<file path="src/rtl/pr_csr_pkg.sv">
package pr_csr_pkg;

   typedef enum logic [2:0] {
      ST_IDLE   = 3'd0,
      ST_LOAD   = 3'd1,
      ST_DRAIN  = 3'd2,
      ST_FINISH = 3'd3,
      ST_RESET  = 3'd4,
      ST_INIT   = 3'd5
   } pr_state_e;

   // register word indices (byte address >> 3)
   localparam int unsigned WI_HDR   = 0;
   localparam int unsigned WI_CTRL  = 1;
   localparam int unsigned WI_STAT  = 2;
   localparam int unsigned WI_DATA  = 3;
   localparam int unsigned WI_ERR   = 4;
   localparam int unsigned WI_IDLO  = 21;
   localparam int unsigned WI_IDHI  = 22;

   // error bit positions
   localparam int unsigned ERR_W       = 7;
   localparam int unsigned EB_PROTO    = 3;
   localparam int unsigned EB_OVF      = 4;
   localparam logic [ERR_W-1:0] ERR_RSVD_MASK = 7'b010_0000;

   // host status codes
   localparam logic [3:0] HS_IDLE = 4'd0;
   localparam logic [3:0] HS_BUSY = 4'd1;
   localparam logic [3:0] HS_INIT = 4'd2;

   localparam int unsigned CRED_W = 9;

endpackage

</file>
<file path="src/rtl/pr_word_fifo.sv">
module pr_word_fifo #(
   parameter int DEPTH = 16,
   parameter int WIDTH = 32,
   localparam int CNT_W = $clog2(DEPTH + 1),
   localparam int PTR_W = (DEPTH > 1) ? $clog2(DEPTH) : 1
) (
   input  logic             clk,
   input  logic             rst_n,
   input  logic             flush,
   input  logic             push,
   input  logic [WIDTH-1:0] din,
   input  logic             pop,
   output logic [WIDTH-1:0] dout,
   output logic             empty,
   output logic             full,
   output logic [CNT_W-1:0] count
);

   logic [WIDTH-1:0] mem [DEPTH];
   logic [PTR_W-1:0] wr_ptr, rd_ptr, wr_nxt, rd_nxt;
   logic             do_push, do_pop;

   initial assert (DEPTH >= 2) else $error("pr_word_fifo: DEPTH must be at least 2");

   generate
      if ((DEPTH & (DEPTH - 1)) == 0) begin : g_pow2
         assign wr_nxt = wr_ptr + 1'b1;
         assign rd_nxt = rd_ptr + 1'b1;
      end else begin : g_wrap
         assign wr_nxt = (wr_ptr == PTR_W'(DEPTH - 1)) ? '0 : wr_ptr + 1'b1;
         assign rd_nxt = (rd_ptr == PTR_W'(DEPTH - 1)) ? '0 : rd_ptr + 1'b1;
      end
   endgenerate

   assign empty   = (count == '0);
   assign full    = (count == CNT_W'(DEPTH));
   assign do_push = push & ~full;
   assign do_pop  = pop & ~empty;
   assign dout    = mem[rd_ptr];

   always_ff @(posedge clk or negedge rst_n) begin
      if (!rst_n) begin
         wr_ptr <= '0;
         rd_ptr <= '0;
         count  <= '0;
      end else if (flush) begin
         wr_ptr <= '0;
         rd_ptr <= '0;
         count  <= '0;
      end else begin
         if (do_push) wr_ptr <= wr_nxt;
         if (do_pop)  rd_ptr <= rd_nxt;
         case ({do_push, do_pop})
            2'b10:   count <= count + 1'b1;
            2'b01:   count <= count - 1'b1;
            default: count <= count;
         endcase
      end
   end

   always_ff @(posedge clk) begin
      if (do_push && !flush) mem[wr_ptr] <= din;
   end

   AST_FLUSH_EMPTY: assert property (@(posedge clk) disable iff (!rst_n)
      flush |=> (count == '0));
   AST_NO_OVERFLOW: assert property (@(posedge clk) disable iff (!rst_n)
      count <= CNT_W'(DEPTH));

endmodule

</file>
<file path="src/rtl/pr_seq.sv">
module pr_seq
   import pr_csr_pkg::*;
#(
   parameter int INIT_CYCLES   = 4,
   parameter int FINISH_CYCLES = 3,
   localparam int CMAX = (INIT_CYCLES > FINISH_CYCLES) ? INIT_CYCLES : FINISH_CYCLES,
   localparam int CW   = $clog2(CMAX + 1)
) (
   input  logic      clk,
   input  logic      rst_n,
   input  logic      rst_req_i,
   input  logic      start_i,
   input  logic      push_i,
   input  logic      fifo_empty_i,
   output pr_state_e state_o
);

   pr_state_e     state;
   logic [CW-1:0] cnt;

   initial assert (INIT_CYCLES >= 1 && FINISH_CYCLES >= 1)
      else $error("pr_seq: cycle counts must be at least 1");

   always_ff @(posedge clk or negedge rst_n) begin
      if (!rst_n) begin
         state <= ST_IDLE;
         cnt   <= '0;
      end else if (rst_req_i) begin
         state <= ST_RESET;
         cnt   <= '0;
      end else begin
         case (state)
            ST_RESET: begin
               state <= ST_INIT;
               cnt   <= CW'(INIT_CYCLES - 1);
            end
            ST_INIT: begin
               if (cnt == '0) state <= ST_IDLE;
               else           cnt   <= cnt - 1'b1;
            end
            ST_IDLE:  if (start_i) state <= ST_LOAD;
            ST_LOAD:  if (push_i)  state <= ST_DRAIN;
            ST_DRAIN: begin
               if (fifo_empty_i) begin
                  state <= ST_FINISH;
                  cnt   <= CW'(FINISH_CYCLES - 1);
               end
            end
            ST_FINISH: begin
               if (cnt == '0) state <= ST_IDLE;
               else           cnt   <= cnt - 1'b1;
            end
            default: state <= ST_IDLE;
         endcase
      end
   end

   assign state_o = state;

   AST_RESET_ENTRY: assert property (@(posedge clk) disable iff (!rst_n)
      rst_req_i |=> (state == ST_RESET));
   AST_START_RELEASE: assert property (@(posedge clk) disable iff (!rst_n)
      (state == ST_DRAIN && fifo_empty_i && !rst_req_i) |=> (state == ST_FINISH));

endmodule

</file>
<file path="src/rtl/pr_err_bank.sv">
module pr_err_bank #(
   parameter int          WIDTH     = 7,
   parameter logic [WIDTH-1:0] RSVD_MASK = '0
) (
   input  logic             clk,
   input  logic             rst_n,
   input  logic [WIDTH-1:0] set_i,
   input  logic [WIDTH-1:0] clr_i,
   output logic [WIDTH-1:0] err_o
);

   for (genvar i = 0; i < WIDTH; i++) begin : g_bit
      if (RSVD_MASK[i]) begin : g_rsvd
         assign err_o[i] = 1'b0;
      end else begin : g_live
         logic bit_q;
         always_ff @(posedge clk or negedge rst_n) begin
            if (!rst_n)        bit_q <= 1'b0;
            else if (set_i[i]) bit_q <= 1'b1;
            else if (clr_i[i]) bit_q <= 1'b0;
         end
         assign err_o[i] = bit_q;
      end
   end

endmodule

</file>
<file path="src/rtl/pr_csr_ctrl.sv">
module pr_csr_ctrl
   import pr_csr_pkg::*;
#(
   parameter int          ADDR_W        = 8,
   parameter int          FIFO_DEPTH    = 16,
   parameter int          INIT_CYCLES   = 4,
   parameter int          FINISH_CYCLES = 3,
   parameter logic [63:0] FEATURE_HDR   = 64'h3000_0000_1000_0005,
   parameter logic [63:0] IFC_ID_LO     = 64'h0123_4567_89AB_CDEF,
   parameter logic [63:0] IFC_ID_HI     = 64'hFEDC_BA98_7654_3210
) (
   input  logic              clk,
   input  logic              rst_n,
   input  logic              wr_en,
   input  logic [ADDR_W-1:0] wr_addr,
   input  logic [63:0]       wr_data,
   input  logic [ADDR_W-1:0] rd_addr,
   output logic [63:0]       rd_data,
   input  logic [ERR_W-1:0]  hw_err_i,
   output logic              drain_valid,
   output logic [31:0]       drain_data,
   input  logic              drain_ready,
   output logic [1:0]        region_o,
   output logic              kind_o
);

   localparam int WIDX_W = ADDR_W - 3;
   localparam int CNT_W  = $clog2(FIFO_DEPTH + 1);

   initial assert (ADDR_W >= 8) else $error("pr_csr_ctrl: ADDR_W too small for map");
   initial assert (FIFO_DEPTH >= 2 && FIFO_DEPTH <= 511)
      else $error("pr_csr_ctrl: FIFO_DEPTH must lie in 2..511");

   // ---------------- decode ----------------
   logic [WIDX_W-1:0] w_idx, r_idx;
   logic ctrl_wr, data_wr, err_wr;

   assign w_idx   = wr_addr[ADDR_W-1:3];
   assign r_idx   = rd_addr[ADDR_W-1:3];
   assign ctrl_wr = wr_en && (w_idx == WIDX_W'(WI_CTRL));
   assign data_wr = wr_en && (w_idx == WIDX_W'(WI_DATA));
   assign err_wr  = wr_en && (w_idx == WIDX_W'(WI_ERR));

   // ---------------- control fields ----------------
   logic        rst_req_q, kind_q;
   logic [1:0]  region_q;
   logic [31:0] cfg_q;

   always_ff @(posedge clk or negedge rst_n) begin
      if (!rst_n) begin
         rst_req_q <= 1'b0;
         region_q  <= '0;
         kind_q    <= 1'b0;
         cfg_q     <= '0;
      end else if (ctrl_wr) begin
         rst_req_q <= wr_data[0];
         region_q  <= wr_data[9:8];
         kind_q    <= wr_data[14];
         cfg_q     <= wr_data[63:32];
      end
   end

   assign region_o = region_q;
   assign kind_o   = kind_q;

   // ---------------- sequencer ----------------
   pr_state_e state;
   logic      fifo_empty, fifo_full;
   logic [CNT_W-1:0] fifo_cnt;

   pr_seq #(
      .INIT_CYCLES  (INIT_CYCLES),
      .FINISH_CYCLES(FINISH_CYCLES)
   ) u_seq (
      .clk         (clk),
      .rst_n       (rst_n),
      .rst_req_i   (rst_req_q),
      .start_i     (ctrl_wr && wr_data[12] && !wr_data[0]),
      .push_i      (ctrl_wr && wr_data[13] && !wr_data[0]),
      .fifo_empty_i(fifo_empty),
      .state_o     (state)
   );

   logic loading, start_act, push_act, in_reset;
   assign loading   = (state == ST_LOAD);
   assign start_act = (state == ST_LOAD) || (state == ST_DRAIN) || (state == ST_FINISH);
   assign push_act  = (state == ST_DRAIN) || (state == ST_FINISH);
   assign in_reset  = (state == ST_RESET) || (state == ST_INIT);

   // ---------------- word FIFO ----------------
   logic push_ok, ovf_hit, proto_hit, pop;
   assign push_ok   = data_wr && loading;
   assign ovf_hit   = push_ok && fifo_full;
   assign proto_hit = data_wr && !loading;
   assign drain_valid = !fifo_empty && (loading || state == ST_DRAIN);
   assign pop       = drain_valid && drain_ready;

   pr_word_fifo #(
      .DEPTH(FIFO_DEPTH),
      .WIDTH(32)
   ) u_fifo (
      .clk  (clk),
      .rst_n(rst_n),
      .flush(rst_req_q),
      .push (push_ok),
      .din  (wr_data[31:0]),
      .pop  (pop),
      .dout (drain_data),
      .empty(fifo_empty),
      .full (fifo_full),
      .count(fifo_cnt)
   );

   // ---------------- errors ----------------
   logic [ERR_W-1:0] err_set, err_clr, err_q;
   always_comb begin
      err_set = hw_err_i;
      err_set[EB_PROTO] = hw_err_i[EB_PROTO] | proto_hit;
      err_set[EB_OVF]   = hw_err_i[EB_OVF]   | ovf_hit;
   end
   assign err_clr = err_wr ? wr_data[ERR_W-1:0] : '0;

   pr_err_bank #(
      .WIDTH    (ERR_W),
      .RSVD_MASK(ERR_RSVD_MASK)
   ) u_err (
      .clk  (clk),
      .rst_n(rst_n),
      .set_i(err_set),
      .clr_i(err_clr),
      .err_o(err_q)
   );

   // ---------------- status / read mux ----------------
   logic [CRED_W-1:0] credit;
   logic [3:0]        host_st;
   logic [2:0]        ctl_st;
   logic [63:0]       ctrl_rd, stat_rd;

   assign credit = CRED_W'(FIFO_DEPTH) - CRED_W'(fifo_cnt);

   always_comb begin
      if (start_act)     host_st = HS_BUSY;
      else if (in_reset) host_st = HS_INIT;
      else               host_st = HS_IDLE;
      case (state)
         ST_LOAD:           ctl_st = 3'd1;
         ST_DRAIN:          ctl_st = 3'd2;
         ST_FINISH:         ctl_st = 3'd3;
         ST_RESET, ST_INIT: ctl_st = 3'd4;
         default:           ctl_st = 3'd0;
      endcase
   end

   assign ctrl_rd = {cfg_q, 17'b0, kind_q, push_act, start_act, 2'b0, region_q,
                     3'b0, (state == ST_RESET), 3'b0, rst_req_q};
   assign stat_rd = {36'b0, host_st, 1'b0, ctl_st, 3'b0, |err_q, 7'b0, credit};

   always_comb begin
      if      (r_idx == WIDX_W'(WI_HDR))  rd_data = FEATURE_HDR;
      else if (r_idx == WIDX_W'(WI_CTRL)) rd_data = ctrl_rd;
      else if (r_idx == WIDX_W'(WI_STAT)) rd_data = stat_rd;
      else if (r_idx == WIDX_W'(WI_ERR))  rd_data = {{(64-ERR_W){1'b0}}, err_q};
      else if (r_idx == WIDX_W'(WI_IDLO)) rd_data = IFC_ID_LO;
      else if (r_idx == WIDX_W'(WI_IDHI)) rd_data = IFC_ID_HI;
      else                                rd_data = '0;
   end

   // ---------------- assertions ----------------
   AST_PROTO_FLAG: assert property (@(posedge clk) disable iff (!rst_n)
      proto_hit |=> err_q[EB_PROTO]);
   AST_OVF_FLAG: assert property (@(posedge clk) disable iff (!rst_n)
      ovf_hit |=> err_q[EB_OVF]);
   AST_CREDIT_STEP: assert property (@(posedge clk) disable iff (!rst_n)
      (push_ok && !fifo_full && !pop && !rst_req_q) |=> (credit == $past(credit) - 1'b1));
   AST_SECURE_SET: assert property (@(posedge clk) disable iff (!rst_n)
      hw_err_i[6] |=> err_q[6]);
   AST_IDLE_QUIET: assert property (@(posedge clk) disable iff (!rst_n)
      (host_st == HS_IDLE) |-> !drain_valid);

endmodule

</file>
<file path="config.mk">
export PLATFORM = sky130hd
export DESIGN_NAME = pr_csr_ctrl
export DESIGN_NICKNAME = d
export VERILOG_FILES = /design/src/rtl/pr_csr_pkg.sv /design/src/rtl/pr_word_fifo.sv /design/src/rtl/pr_seq.sv /design/src/rtl/pr_err_bank.sv /design/src/rtl/pr_csr_ctrl.sv
export SDC_FILE = /design/constraint.sdc
export NUM_CORES = 1
export LEC_CHECK = 0
export BUFFER_PORTS_ARGS = -buffer_cell sky130_fd_sc_hd__buf_2
export CORE_MARGIN = 2
export CORE_UTILIZATION = 35
export CTS_CLUSTER_DIAMETER = 100
export CTS_CLUSTER_SIZE = 10
export DETAILED_ROUTE_END_ITERATION = 10
export SKIP_LAST_GASP = 1
export SLEW_MARGIN = 25
export SYNTH_ARGS = -nofsm -noshare
export SYNTH_HDL_FRONTEND = slang
export SYNTH_SLANG_ARGS = --single-unit
</file>
<file path="constraint.sdc">
create_clock -name clk -period 4.8 [get_ports clk]
set_input_delay 0.96 -clock clk [delete_from_list [all_inputs] [get_ports clk]]
set_output_delay 0.96 -clock clk [all_outputs]
set_load 0.02 [all_outputs]
</file>
==> out/qor.txt <==
Peak supply drop -> 0.274 mV
Most instantiated cells after synthesis -> 512 x edfxtp_1, 160 x mux4_2, 61 x dfrtp_1
Most frequent CP cell -> mux4_2
Fin util -> 41.7%
Final-stage net count -> 1412
ANT cells -> 0
TNS Setup -> 0 ns
Reg2Reg Depth -> 11
Crit path time final -> 4.05 ns
Clock Skews -> 0.0182 ns
Postcts setup bufs -> 0
Leakage -> 9.18 nW
Routing usage on met1 -> 20.9%
Share of layout cells above drive strength 1 -> 39.1%
Die H -> 260 µm
Clk slew on worst S/H paths -> 0.06 ns
Syn_nets -> 1195
Net Sw Frac -> 24.8%
CP Buf/Inv Count -> 2
Gate power share -> 16.2%
Tcrit/Tclk final -> 84.4%
Post-CTS Resized -> 0
Area of placed instances -> 25100 µm²
Residual DRC count -> 0
Hold Path Stages -> 1
Total wire length -> 51500 µm
Worst-skew pair later-pin latency -> 0.59 ns
Vias in the first global route -> 12362
Clk pwr share -> 36.8%
Die X -> 260 µm
Final setup violating endpoints -> 0
Filler instances -> 5648
Grt ovf -> 0
Unrepaired setup endpoints after global routing -> no
CTS root buf -> clkbuf_16
Worst Path Required -> 3.84 ns
GRT busiest layer -> met2
Reg2Reg Setup Slack -> 1.23 ns
Switch Pwr -> 3.02 mW
Share of the yosys chip area belonging to registers -> 73.8%
Int Power -> 9.16 mW
Die ar. -> 67500 µm²
H-tree Lvls -> 3
Critical Path Source Type -> flop
DP HPWL -> 29300 µm
Per-cell routed wire length -> 23.6 µm
Max-slew violation count -> 0
Core ar. -> 64600 µm²
Cells after synthesis -> 1092
Crit-path max FO -> 23
Top cell type's share of synthesized area -> 67.1%
Final instance area -> 27000 µm²
Synthesized cell area -> 22900 µm²
CTS sink cnt -> 573
Synth area leaders -> edfxtp_1 67%, mux4_2 16%, dfrtp_1 6.7%, mux2_2 1.9%, a21o_1 1.4%
Synth Flop Type -> edfxtp_1
Hold-fix buffers at CTS -> 0
Critical path's top delay family -> multiplexers
Max Cap Viol -> 0
CTS buffer count -> 67
Longest Clk Path Bufs -> 3
Post-Synth Simple-Gate Area -> 2.67%
Worst Setup Path Type -> reg2out
Met2 Use GR -> 25.1%
HP Class -> reg2reg
Area leader, netlist -> edfxtp_1
Worst EP arrival -> 3.09 ns
Pwr Density -> 452 nW/µm²
Vias -> 11604
Crit-path cells -> buf_4 > mux4_2 > mux4_2 > buf_2
Largest family of logic cells by synthesized area -> multiplexers
FFs w/ async S/R, synth -> 10.6%
Largest net degree at the start of global routing -> 62
Number of port buffers -> 183
Worst r2r dst -> u_fifo.count[3]
Num rows -> 93
Via density -> 5.32
Worst-Margin Slew -> 0.950 ns
Initial antenna violation count -> 2
Detailed-router iteration count before antenna repair -> 7
IO Pins -> 191
Multiplexer share of the synthesized area -> 18.0%
Critical path's slowest cell -> dfrtp_4
Reg power frac -> 47.0%
Post-synth EDFFs -> 512
Initial core utilization -> 35.5%
Synth cell types -> 57
Hold Fails Final Rpt -> 0
Most frequent cell after synthesis -> edfxtp_1
Fraction of met3 tracks used by global routing -> 3.30%
Post-Synthesis Mean Instance Area -> 21.0 µm²
Crit. End Element -> output port
R2r startpoint -> u_fifo.count[1]
Compound-Gate Fraction of Synth Area -> 2.86%
Crit path largest cell delay -> 0.73 ns
Status -> finished clean
Synth Area in Adders -> 0.655%
Min-delay src -> cfg_q[10]
Total GRT Usage -> 15.4%
Slew headroom -> 36.7%
Synth Warn # -> 0
Initial DRC Count -> 1101
Routability cong. -> 0.845
Yosys reg bits -> 573
First-pass GRT wire length -> 77300 µm
XOR/XNOR share of the synthesized area -> 0.421%
CTS tree -> yes
Area growth syn-to-layout -> 17.6%
Antenna-violating nets left -> 0
Achievable frequency -> 247 MHz
WHS Endpoint -> cfg_q[10]
[state kept, by name, summed over array words and instances, names as in the netlist]
register,flops
u_fifo.mem,512
cfg_q,32
u_err.g_bit.g_live.bit_q,6
u_fifo.count,5
u_fifo.rd_ptr,4
u_fifo.wr_ptr,4
u_seq.cnt,3
u_seq.state_o,3
region_o,2
kind_o,1
rst_req_q,1
[cells by family (layout without fill, tap and decap cells)]
logic type | count (synthesis) | in the layout
flops | 573 | 573
compound gates | 91 | 91
simple gates | 116 | 116
buf+inv | 82 | 317
fa+ha+maj | 12 | 12
mux | 207 | 207
xor+xnor | 11 | 11
[how the worst max path moves through the flow]
stage,from,end,slack [ns],cells after the start
after detailed placement,wr_addr[5],u_fifo.count[2],0.93,9
after floorplan,wr_addr[5],u_fifo.mem[3][0],0.66,5
after CTS,u_fifo.rd_ptr[0],drain_data[3],0.64,4
final,u_fifo.rd_ptr[0],drain_data[3],0.75,4
after global placement,wr_addr[5],u_fifo.count[2],0.96,9
after global routing,u_fifo.rd_ptr[0],drain_data[3],0.57,4
[per-stage QoR]
stage               std cells  hold slack, ns  worst slack (ns)  total power [mW]
finish                   2182           0.505             0.749              12.2
global placement         2095           0.488             0.961              7.82
global route             2182           0.519             0.572              12.7
floorplan                1092           0.465             0.661              7.27
CTS                      2182           0.508             0.645              12.4
detailed placement       2095           0.496             0.934              7.85
[power groups by stage]
stage	clock network, mW	logic, mW	registers, mW
floorplan	0	1.58	5.70
global placement	0	2.00	5.82
detailed placement	0	2.03	5.83
CTS	4.60	2.03	5.73
global route	4.78	2.15	5.75
finish	4.48	1.97	5.73
[metal layers]
| layer | share of wire, % | wire length, µm | vias to the layer above |
|---|---|---|---|
| li1 | - | - | 4920 |
| met1 | 43 | 22300 | 6226 |
| met2 | 49 | 25300 | 375 |
| met3 | 5.5 | 2820 | 83 |
| met4 | 2.1 | 1100 | 0 |
| met5 | 0 | 0 | - |
[area by class of cell]
cell class / count / area, µm² / share of cell area [%]
Sequential cell: 573 / 16900 / 62.8
Multi-Input combinational cell: 437 / 5770 / 21.4
Clock buffer: 82 / 1780 / 6.59
Timing Repair Buffer: 217 / 1310 / 4.86
Tap cell: 855 / 1070 / 3.97
Clock inverter: 5 / 70.1 / 0.260
Inverter: 13 / 48.8 / 0.181
[cells in the final DEF, fill, tap and decap left out, types with 6 or more instances in the layout]
cell type,n
ha_1,12
a21oi_1,7
nand3_1,6
nand2_1,25
edfxtp_1,512
o21ai_0,12
buf_2,183
inv_1,12
a21o_1,42
nor2_1,20
nor2_4,16
dfrtp_1,56
mux4_2,160
nor3_1,8
mux2_2,38
mux2i_1,7
xnor2_1,7
clkbuf_1,13
clkbuf_16,69
buf_4,23
buf_12,11
Power figures use the tool's default switching activity.
